--- src/rtl/phy_stat_pkg.sv ---
// Shared bit positions and constant content of the PHY status word.
// Assumes a 16-bit management register.
package phy_stat_pkg;
    localparam int unsigned WORD_W  = 16;
    localparam int unsigned POS_AN  = 5;
    localparam int unsigned POS_RF  = 4;
    localparam int unsigned POS_LNK = 2;
    localparam int unsigned POS_JAB = 1;
    // Capability flags: 100FD,100HD,10FD,10HD, preamble suppression, AN ability, extended.
    localparam logic [WORD_W-1:0] CAP_WORD = 16'h7849;
endpackage

--- src/rtl/stat_latch_hi.sv ---
// Sticky-high status bit: sets on an event, clears on the edge after a read.
// Assumes rd_stb is a single-cycle strobe. An event in the read cycle wins.
module stat_latch_hi (
    input  logic clk,
    input  logic rst_n,
    input  logic evt,
    input  logic rd_stb,
    output logic q
);
    // Hold the event until it is read; an event takes priority over the clear.
    always_ff @(posedge clk) begin
        if (!rst_n) q <= 1'b0;
        else        q <= evt | (q & ~rd_stb);
    end


    // sticky_set_chk
    sticky_set_chk: assert property (@(posedge clk) disable iff (!rst_n) evt |=> q);

    // sticky_hold_chk
    sticky_hold_chk: assert property (@(posedge clk) disable iff (!rst_n) (q && !rd_stb) |=> q);

    // sticky_clr_chk
    sticky_clr_chk: assert property (@(posedge clk) disable iff (!rst_n) (rd_stb && !evt) |=> !q);
endmodule

--- src/rtl/stat_link_lo.sv ---
// Sticky-low link bit: a failure clears it. It rises again only after a good
// link has been seen and a read has occurred since the failure.
// Assumes link_good is a level and link_fail an event pulse.
module stat_link_lo (
    input  logic clk,
    input  logic rst_n,
    input  logic link_good,
    input  logic link_fail,
    input  logic rd_stb,
    output logic q
);
    logic rd_seen;
    logic armed;

    assign armed = rd_seen | rd_stb;

    // Remember a read since the last failure or reset.
    always_ff @(posedge clk) begin
        if (!rst_n)         rd_seen <= 1'b0;
        else if (link_fail) rd_seen <= 1'b0;
        else if (rd_stb)    rd_seen <= 1'b1;
    end

    // Link bit: failure dominates; rises on a good link once armed by a read.
    always_ff @(posedge clk) begin
        if (!rst_n) q <= 1'b0;
        else        q <= ~link_fail & (q | (link_good & armed));
    end


    // link_fail_clr_chk
    link_fail_clr_chk: assert property (@(posedge clk) disable iff (!rst_n) link_fail |=> !q);

    // link_need_read_chk
    link_need_read_chk: assert property (@(posedge clk) disable iff (!rst_n)
        (!q && !rd_stb && !rd_seen) |=> !q);

    // link_rise_chk
    link_rise_chk: assert property (@(posedge clk) disable iff (!rst_n)
        (!link_fail && link_good && rd_stb) |=> q);
endmodule

--- src/rtl/phy_stat_reg.sv ---
// PHY status register: capability constants merged with the live and sticky
// status bits. Read data is combinational from the held state, so a read
// returns the value from before its own clearing effect.
module phy_stat_reg
    import phy_stat_pkg::*;
(
    input  logic              clk,
    input  logic              rst_n,
    input  logic              link_good_i,
    input  logic              link_fail_i,
    input  logic              rmt_fault_i,
    input  logic              jabber_i,
    input  logic              an_done_i,
    input  logic              speed_100_i,
    input  logic              rd_stb_i,
    output logic [WORD_W-1:0] rd_data_o
);
    localparam int unsigned N_STICKY = 2;

    logic                an_q;
    logic                lnk_q;
    logic [N_STICKY-1:0] stk_evt;
    logic [N_STICKY-1:0] stk_q;

    // Jabber only matters in 10 Mb/s mode.
    assign stk_evt[0] = rmt_fault_i;
    assign stk_evt[1] = jabber_i & ~speed_100_i;

    // Register the auto-negotiation completion level.
    always_ff @(posedge clk) begin
        if (!rst_n) an_q <= 1'b0;
        else        an_q <= an_done_i;
    end

    for (genvar i = 0; i < N_STICKY; i++) begin : g_sticky
        stat_latch_hi u_hi (
            .clk    (clk),
            .rst_n  (rst_n),
            .evt    (stk_evt[i]),
            .rd_stb (rd_stb_i),
            .q      (stk_q[i])
        );
    end

    stat_link_lo u_link (
        .clk       (clk),
        .rst_n     (rst_n),
        .link_good (link_good_i),
        .link_fail (link_fail_i),
        .rd_stb    (rd_stb_i),
        .q         (lnk_q)
    );

    // Assemble the read word from the constants and the status bits.
    always_comb begin
        rd_data_o          = CAP_WORD;
        rd_data_o[POS_AN]  = an_q;
        rd_data_o[POS_RF]  = stk_q[0];
        rd_data_o[POS_LNK] = lnk_q;
        rd_data_o[POS_JAB] = stk_q[1];
    end


    // an_follow_chk
    an_follow_chk: assert property (@(posedge clk) disable iff (!rst_n)
        an_done_i |=> rd_data_o[POS_AN]);

    // jab_fast_ignored_chk
    jab_fast_ignored_chk: assert property (@(posedge clk) disable iff (!rst_n)
        (speed_100_i && !rd_data_o[POS_JAB]) |=> !rd_data_o[POS_JAB]);
endmodule

--- config.mk ---
export PLATFORM = sky130hd
export DESIGN_NAME = phy_stat_reg
export DESIGN_NICKNAME = d
export VERILOG_FILES = /design/src/rtl/phy_stat_pkg.sv /design/src/rtl/stat_latch_hi.sv /design/src/rtl/stat_link_lo.sv /design/src/rtl/phy_stat_reg.sv
export SDC_FILE = /design/constraint.sdc
export NUM_CORES = 1
export LEC_CHECK = 0
export ABC_AREA = 1
export CAP_MARGIN = 20
export CORE_AREA = 2 2 39 41
export CTS_CLUSTER_SIZE = 8
export DETAILED_ROUTE_END_ITERATION = 8
export DIE_AREA = 0 0 41 43
export DONT_BUFFER_PORTS = 1
export GPL_TIMING_DRIVEN = 1
export SYNTH_ARGS = -nofsm -noshare
export SYNTH_HDL_FRONTEND = slang
export SYNTH_SLANG_ARGS = --single-unit
--- constraint.sdc ---
create_clock -name clk -period 0.8 [get_ports clk]
set_input_delay 0.08 -clock clk [delete_from_list [all_inputs] [get_ports clk]]
set_output_delay 0.08 -clock clk [all_outputs]
set_load 0.02 [all_outputs]
=== After elaboration in Yosys (flattened, before gate mapping) ===
Cells that the tools add are included.

* Register bits: 5
* Input port bits: 9
* Output and inout bits: 16
* Word-level logic and storage cells: 19

* Bitwise logic cells: 13
* Reductions and logical operators: 1

{| class="wikitable"
|+ Operators with widths
! kind !! number
|-
| $and A1 B1 Y1 || 5
|-
| $not A1 Y1 || 4
|-
| $or A1 B1 Y1 || 4
|-
| $reduce_or A2 Y1 || 1
|}

=== Logic depth before layout (Yosys ltp) ===
Gate-level depths: netlist of run 1.

* Depth after elaboration: 4
* Depth in mapped cells: 4
* Depth with buffers taken out: 4

=== Modules after synthesis ===
Synthesis of run 1 repeated with hierarchy kept, for this count alone.

* Cell total of the unflattened synthesis: 44
* Area total of the unflattened synthesis: 322.8 sq um

{| class="wikitable"
|+ By module, submodules not included
! module !! instances !! cells an instance !! area each (sq um) !! sequential area each (sq um)
|-
| phy_stat_reg || 1 || 21 || 150.1 || 20.0
|-
| stat_latch_hi || 2 || 6 || 43.8 || 20.0
|-
| stat_link_lo || 1 || 11 || 85.1 || 40.0
|}

=== Least setup slack after synthesis of run 1 ===
No wires, ideal clock.

* Kind: register to register
* From: reg, netlist name u_link.rd_seen
* To: reg u_link.rd_seen
* Arrival time: 0.496 ns
* Setup slack: 0.189 ns
* Cell stages (with the launch flop): 4
* Buffers on the path: 0
* Period minus slack after synthesis: 0.611 ns
* Cells stage by stage: dfxtp_1 inv_2 nand2_1 and2_1

{| class="wikitable"
|+ RTL lines
! item !! line !! text
|-
| end signal: assignment || stat_link_lo.sv:19 || <nowiki>if (!rst_n) rd_seen <= 1'b0;</nowiki>
|-
| end signal: assignment || stat_link_lo.sv:20 || <nowiki>else if (link_fail) rd_seen <= 1'b0;</nowiki>
|-
| end signal: assignment || stat_link_lo.sv:21 || <nowiki>else if (rd_stb) rd_seen <= 1'b1;</nowiki>
|-
| end: declaration || stat_link_lo.sv:12 || <nowiki>logic rd_seen;</nowiki>
|}

=== Worst setup path in the final report of run 1 ===
* From: reg u_link.q
* To: out rd_data_o[2]

{| class="wikitable"
|+ RTL lines
! item !! line !! text
|-
| start: declaration || stat_link_lo.sv:10 || <nowiki>output logic q</nowiki>
|-
| start signal: assignment || stat_link_lo.sv:27 || <nowiki>else q <= ~link_fail & (q | (link_good & armed));</nowiki>
|-
| end: declaration || phy_stat_reg.sv:16 || <nowiki>output logic [WORD_W-1:0] rd_data_o</nowiki>
|}

No word-level cell between the ends.

==> results of run 1 <==
[power by group through the flow]
stage	Clock (mW)	Sequential (mW)	Combinational (mW)
2_1_floorplan	0	0.273	0.147
3_3_place_gp	0	0.277	0.0984
3_5_place_dp	0	0.278	0.0991
5_1_grt	0.321	0.279	0.151
6_report	0.286	0.277	0.138
4_1_cts	0.300	0.275	0.128
[worst register-to-register path: cells and delay by family (launching register included)]
kind	cells	cell delay [ns]
flip-flops	1	0.30
AND/OR/NAND/NOR	2	0.20
buffers and inverters	1	0.04
[cell usage in the layout (no fill, tap or decap), types with 2 or more instances in the layout]
cell type / synthesis / final
buf_6: 0 / 3
dfxtp_1: 5 / 2
conb_1: 2 / 12
dlygate4sd3_1: 0 / 6
nand2_1: 6 / 6
a21oi_1: 2 / 2
inv_2: 3 / 3
inv_1: 2 / 2
dfxtp_2: 0 / 3
clkbuf_4: 0 / 3
[sequential cells by signal, indices dropped and copies added, names as in the netlist]
name / count
g_sticky.u_hi.q: 2
an_q: 1
u_link.rd_seen: 1
u_link.q: 1
[layer usage]
layer	up-vias	global-route usage, %	routed length [um]
met5	-	0	0
met4	0	4.00	0
met3	0	8.38	64
met2	14	9.06	222
met1	87	4.82	159
li1	106	-	-
[final timing paths]
kind             startpoint  depth (start not counted)            endpoint
max                u_link.q                          1        rd_data_o[2]
min             speed_100_i                          3  g_sticky[1].u_hi.q
max reg2reg  u_link.rd_seen                          3      u_link.rd_seen
min reg2reg        u_link.q                          2            u_link.q
[logic make-up (layout without fill, tap and decap cells)]
| kind of cell | after synthesis | after routing | share of synthesized area, % |
|---|---|---|---|
| DFF | 5 | 5 | 32.8 |
| and+or+nand+nor | 10 | 10 | 16.0 |
| other | 2 | 12 | 2.46 |
| buffers and inverters | 21 | 20 | 45.5 |
| AOI/OAI and AO/OA | 2 | 2 | 3.28 |
[layout make-up]
cell class                      instances  area (sq um)  area share (%)
Sequential cell                         5           104            26.9
Timing Repair Buffer                   11           114            29.4
Clock buffer                            4          26.3            6.80
Multi-Input combinational cell         24           104            26.9
Inverter                                5          18.8            4.85
Tap cell                               16          20.0            5.18
[Yosys cell counts, drive strengths merged]
| master | instances |
|---|---|
| a21oi | 2 |
| nand3 | 1 |
| inv | 5 |
| dfxtp | 5 |
| nor2 | 2 |
| buf | 16 |
| conb | 2 |
| and2 | 1 |
| nand2 | 6 |
[through the flow]
stage	util (%)	std cells
after floorplan	-	50
after global placement	19.2	53
after detailed placement	19.2	53
after CTS	25.9	63
after global routing	27.9	65
final	27.9	65
[repair_timing]
| item | 4_1_cts | 5_1_grt |
|---|---|---|
| resized for setup | 2 | 5 |
| hold buffers | 6 | 1 |
| hold endpoints to repair | 4 | 1 |
| endpoints found under the setup margin | 2 | 5 |
| setup buffers | 0 | 1 |
==> summary.txt, run 1 <==
Timing
  • Final worst slack: 0.0343 ns
  • Setup TNS: 0 ns
  • Setup Skew: 0.0000875 ns
  • Slew Limit Fails: 0
  • Final period utilization: 95.7%
  • Crit path time final: 0.766 ns
  • Fin. Hold Viols: 0
  • Setup violations, final: 0
  • RSZ-0062 raised after global routing: true
  • Hold slack: 0.00840 ns
  • Achievable Freq: 1310 MHz

Layout
  • Layout cell share with drive strength beyond 1: 28.6%
  • Final instance area: 387 sq um
  • Final nets: 59
  • N_diodes: 0
  • Filler Cell Count: 165
  • Synthesis-to-finish area growth: 26.6%

Synth
  • YS warnings: 0
  • Synthesized flop and latch total: 5
  • Synthesized area: 305 sq um
  • Seq/Total Area, Yosys: 32.8%
  • Post-Syn Instances: 40
  • Post-Syn Area per Cell: 7.63 sq um
  • Ranking of synthesized cells by area: buf_4 (39%), dfxtp_1 (33%), nand2_1 (7.4%)
  • Post-synth top area share: 39.3%
  • Synth unique cells: 11
  • Post-synth top area cell: buf_4

Routing
  • DR iter-0 viols: 4
  • DRC violations left: 0
  • Routed WL per cell: 6.88 um
  • Vias/cell: 3.18
  • DR pass1 iterations: 4
  • Total wire length: 447 um
  • Via count: 207
  • Detail Route Antenna Nets: 0

Setup path
  • Worst setup EP type: output pin
  • Critical-path top delay cell: dfxtp_2
  • Crit path DAT: 0.69 ns
  • CP Launch Type: flop
  • CP top delay family: flip-flops
  • Crit path max fanout: 2
  • WP buf/inv: 1
  • CP peak stage delay: 0.33 ns
  • Crit Path Category: reg2out
  • Critical Path RT: 0.72 ns
  • FF-to-FF setup slack: 0.17 ns
  • CP Cell Sequence: buf_6

Power
  • Flop pwr share: 39.5%
  • Sw Share: 27.8%
  • Comb pwr share: 19.7%
  • Clock network fraction of total power: 40.8%
  • Total power: 701 uW
  • Internal: 507 uW
  • Lkg Pwr: 0.208 nW
  • P_sw: 195 uW
  • Maximum vdd drop: 1070 uV
  • Power density over the cells: 1810 nW/um^2

Die
  • Rows: 14
  • Core Area: 1380 sq um
  • Die Width: 41 um
  • Die Ht: 43 um
  • Starting Density: 22.1%
  • DIE AREA: 1760 sq um
  • Num ports: 25

GRT
  • Vias in the first global route: 184
  • Total grt overflow: 0
  • Largest net degree at the start of global routing: 4
  • First-pass GRT wire length: 690 um
  • GRT Total Usage: 6.63%
  • Initial antenna violation count: 0

Placed design
  • IO Port Bufs: 0
  • Gpl congestion: 0.519
  • Post-place setup slack: 0.165 ns
  • Placed cell area: 265 sq um
  • DP Wirelength: 344 um

Clock network
  • Clk sinks: 5
  • CTS tree: done
  • Root Driver: clkbuf_4
  • Total clock buffers created by CTS: 3
  • Clock Latency Late Sink: 0.24 ns
  • Htree depth: 1
  • Max Buffers Root-to-Sink: 2
  • Clock transition at path regs: 0.04 ns

Run status
  • Status: finished clean

Worst hold path
  • Min-Delay Path Class: in2reg

Job
  • Total of max-cap violations: 0
(Power assumes the default switching activity.)
==> run 2: changes to the inputs <==
- CAP_MARGIN: 20 -> 10
- CTS_BUF_LIST: not set -> sky130_fd_sc_hd__clkbuf_4 sky130_fd_sc_hd__clkbuf_8 sky130_fd_sc_hd__clkbuf_16
==> run 2 against run 1 <==
Effect of this change:
- critical endpoint is now u_link.rd_seen
- design area up 0.97%
- wire length up 1.6%
- sequential power about the same
- first-iteration DRC count down 75%
- clock skew about the same
- worst setup slack worse by 0.011 ns
- combinational power about the same
==> summary.txt, run 2 (synthesis gave the netlist of run 1 again) <==
Die
  • Core Area: 1380 sq um (unchanged)
  • Die Width: 41 um (unchanged)
  • Num ports: 25 (unchanged)
  • Die Ht: 43 um (unchanged)
  • DIE AREA: 1760 sq um (unchanged)
  • Rows: 14 (unchanged)
  • Starting Density: 22.1% (unchanged)

Setup path
  • Critical-path top delay cell: dlygate4sd3_1 (was dfxtp_2)
  • CP peak stage delay: 0.55 ns (was 0.33 ns)
  • Crit path DAT: 0.91 ns (was 0.69 ns)
  • Worst setup EP type: flop (was output pin)
  • CP top delay family: buffers and inverters (was flip-flops)
  • WP buf/inv: 2 (was 1)
  • CP Cell Sequence: dlygate4sd3_1 -> inv_2 -> nand2_1 -> and2_1 (was buf_6)
  • CP Launch Type: input pin (was flop)
  • Critical Path RT: 0.94 ns (was 0.72 ns)
  • Crit path max fanout: 3 (was 2)
  • Crit Path Category: in2reg (was reg2out)

GRT
  • First-pass GRT wire length: 710 um (was 690 um)
  • Initial antenna violation count: 0 (unchanged)
  • GRT Total Usage: 6.93% (was 6.63%)
  • Vias in the first global route: 191 (was 184)
  • Largest net degree at the start of global routing: 4 (unchanged)
  • Total grt overflow: 0 (unchanged)

Layout
  • Most frequent cells in the layout: conb_1 (12), nand2_1 (6), dlygate4sd3_1 (6) (unchanged)
  • Largest Register: g_sticky.u_hi.q (unchanged)
  • Commonest non-fill, non-tap cell in the layout: conb_1 (unchanged)
  • Fin cells: 65 (unchanged)
  • N_diodes: 0 (unchanged)
  • Final nets: 59 (unchanged)
  • Number of flip-flops in the largest register: 2 (unchanged)
  • Layout cell share with drive strength beyond 1: 30.6% (was 28.6%)
  • Synthesis-to-finish area growth: 27.9% (was 26.6%)
  • Final instance area: 390 sq um (was 387 sq um)

Timing
  • Setup Skew: 0.0000625 ns (was 0.0000875 ns)
  • Final period utilization: 97.1% (was 95.7%)
  • Hold slack: 0.00591 ns (was 0.00840 ns)
  • Slew Limit Fails: 0 (unchanged)
  • Achievable Freq: 1290 MHz (was 1310 MHz)
  • RSZ-0062 raised after global routing: true (unchanged)
  • Setup violations, final: 0 (unchanged)
  • Setup TNS: 0 ns (unchanged)
  • Fin. Hold Viols: 0 (unchanged)
  • Crit path time final: 0.777 ns (was 0.766 ns)

Power
  • Maximum vdd drop: 928 uV (was 1070 uV)
  • Flop pwr share: 37.4% (was 39.5%)
  • Clock network fraction of total power: 43.8% (was 40.8%)
  • P_sw: 199 uW (was 195 uW)
  • Power density over the cells: 1900 nW/um^2 (was 1810 nW/um^2)
  • Internal: 541 uW (was 507 uW)
  • Lkg Pwr: 0.212 nW (was 0.208 nW)
  • Total power: 740 uW (was 701 uW)
  • Sw Share: 26.9% (was 27.8%)
  • Comb pwr share: 18.8% (was 19.7%)

Clock network
  • Clk sinks: 5 (unchanged)
  • Htree depth: 1 (unchanged)
  • Max Buffers Root-to-Sink: 2 (unchanged)
  • Root Driver: clkbuf_4 (unchanged)
  • CTS tree: done (unchanged)
  • Total clock buffers created by CTS: 3 (unchanged)
  • Clock Latency Late Sink: 0.24 ns (about the same)
  • Clock transition at path regs: 0.04 ns (about the same)

Routing
  • Routed WL per cell: 6.98 um (was 6.88 um)
  • DRC violations left: 0 (unchanged)
  • DR pass1 iterations: 2 (was 4)
  • Via count: 204 (was 207)
  • DR iter-0 viols: 1 (was 4)
  • Detail Route Antenna Nets: 0 (unchanged)
  • Total wire length: 454 um (was 447 um)
  • Vias/cell: 3.14 (was 3.18)

Placed design
  • DP Wirelength: 344 um (unchanged)
  • IO Port Bufs: 0 (unchanged)
  • Placed cell count: 53 (unchanged)
  • Gpl congestion: 0.519 (unchanged)
  • Placed cell area: 265 sq um (unchanged)

Worst hold path
  • Min-Delay Path Class: in2reg (unchanged)

Job
  • Total of max-cap violations: 0 (unchanged)

Run status
  • Status: finished clean (unchanged)
==> run 2: cell type report <==
type                    count  area (sq um)
clock buffers               4          30.0
fillers                   171           993
inverters                   5          18.8
multi-input cells          24           104
flip-flops and latches      5           104
well taps                  16          20.0
repair buffers             11           114
==> run 2: final timing paths <==
kind | start | end | slack, ns | depth (start not counted)
worst max-delay path | rd_stb_i | u_link.rd_seen | 0.02 | 4
worst min-delay path | speed_100_i | g_sticky[1].u_hi.q | 0.006 | 3
worst max register to register | u_link.rd_seen | u_link.rd_seen | 0.17 | 3
worst min register to register | u_link.q | u_link.q | 0.46 | 2
==> run 2: power groups by stage <==
| stage | clock network, mW | logic [mW] | registers, mW |
|---|---|---|---|
| 6_report | 0.324 | 0.139 | 0.277 |
| 4_1_cts | 0.340 | 0.133 | 0.276 |
| 5_1_grt | 0.358 | 0.152 | 0.279 |
| 3_5_place_dp | 0 | 0.0991 | 0.278 |
| 3_3_place_gp | 0 | 0.0984 | 0.277 |
| 2_1_floorplan | 0 | 0.147 | 0.273 |
==> run 2: what timing repair did <==
item                       4_1_cts  5_1_grt
setup endpoints to repair        2        4
setup buffers                    0        1
hold endpoints to repair         4        0
resized for setup                4        3
pin swaps                        0        1
hold buffers                     7        0
==> run 2: metal layers <==
| layer | vias to the layer above | share of wire (%) | global-route usage, % |
|---|---|---|---|
| met1 | 87 | 37 | 4.82 |
| met2 | 12 | 50 | 9.06 |
| li1 | 105 | - | - |
| met4 | 0 | 0 | 6.00 |
| met5 | - | 0 | 0 |
| met3 | 0 | 13 | 8.38 |
==> run 2: worst reg2reg max path, cell delays in order, from the launching register on <==
cell and delay, ns:
dfxtp_1 0.30, inv_2 0.03, nand2_1 0.05, and2_1 0.15
==> run 2: per-stage QoR <==
step	setup slack, ns	util [%]
6_report	0.0232	28.2
2_1_floorplan	0.189	-
3_3_place_gp	0.173	19.2
3_5_place_dp	0.165	19.2
5_1_grt	-0.00624	28.2
4_1_cts	0.00427	27.1
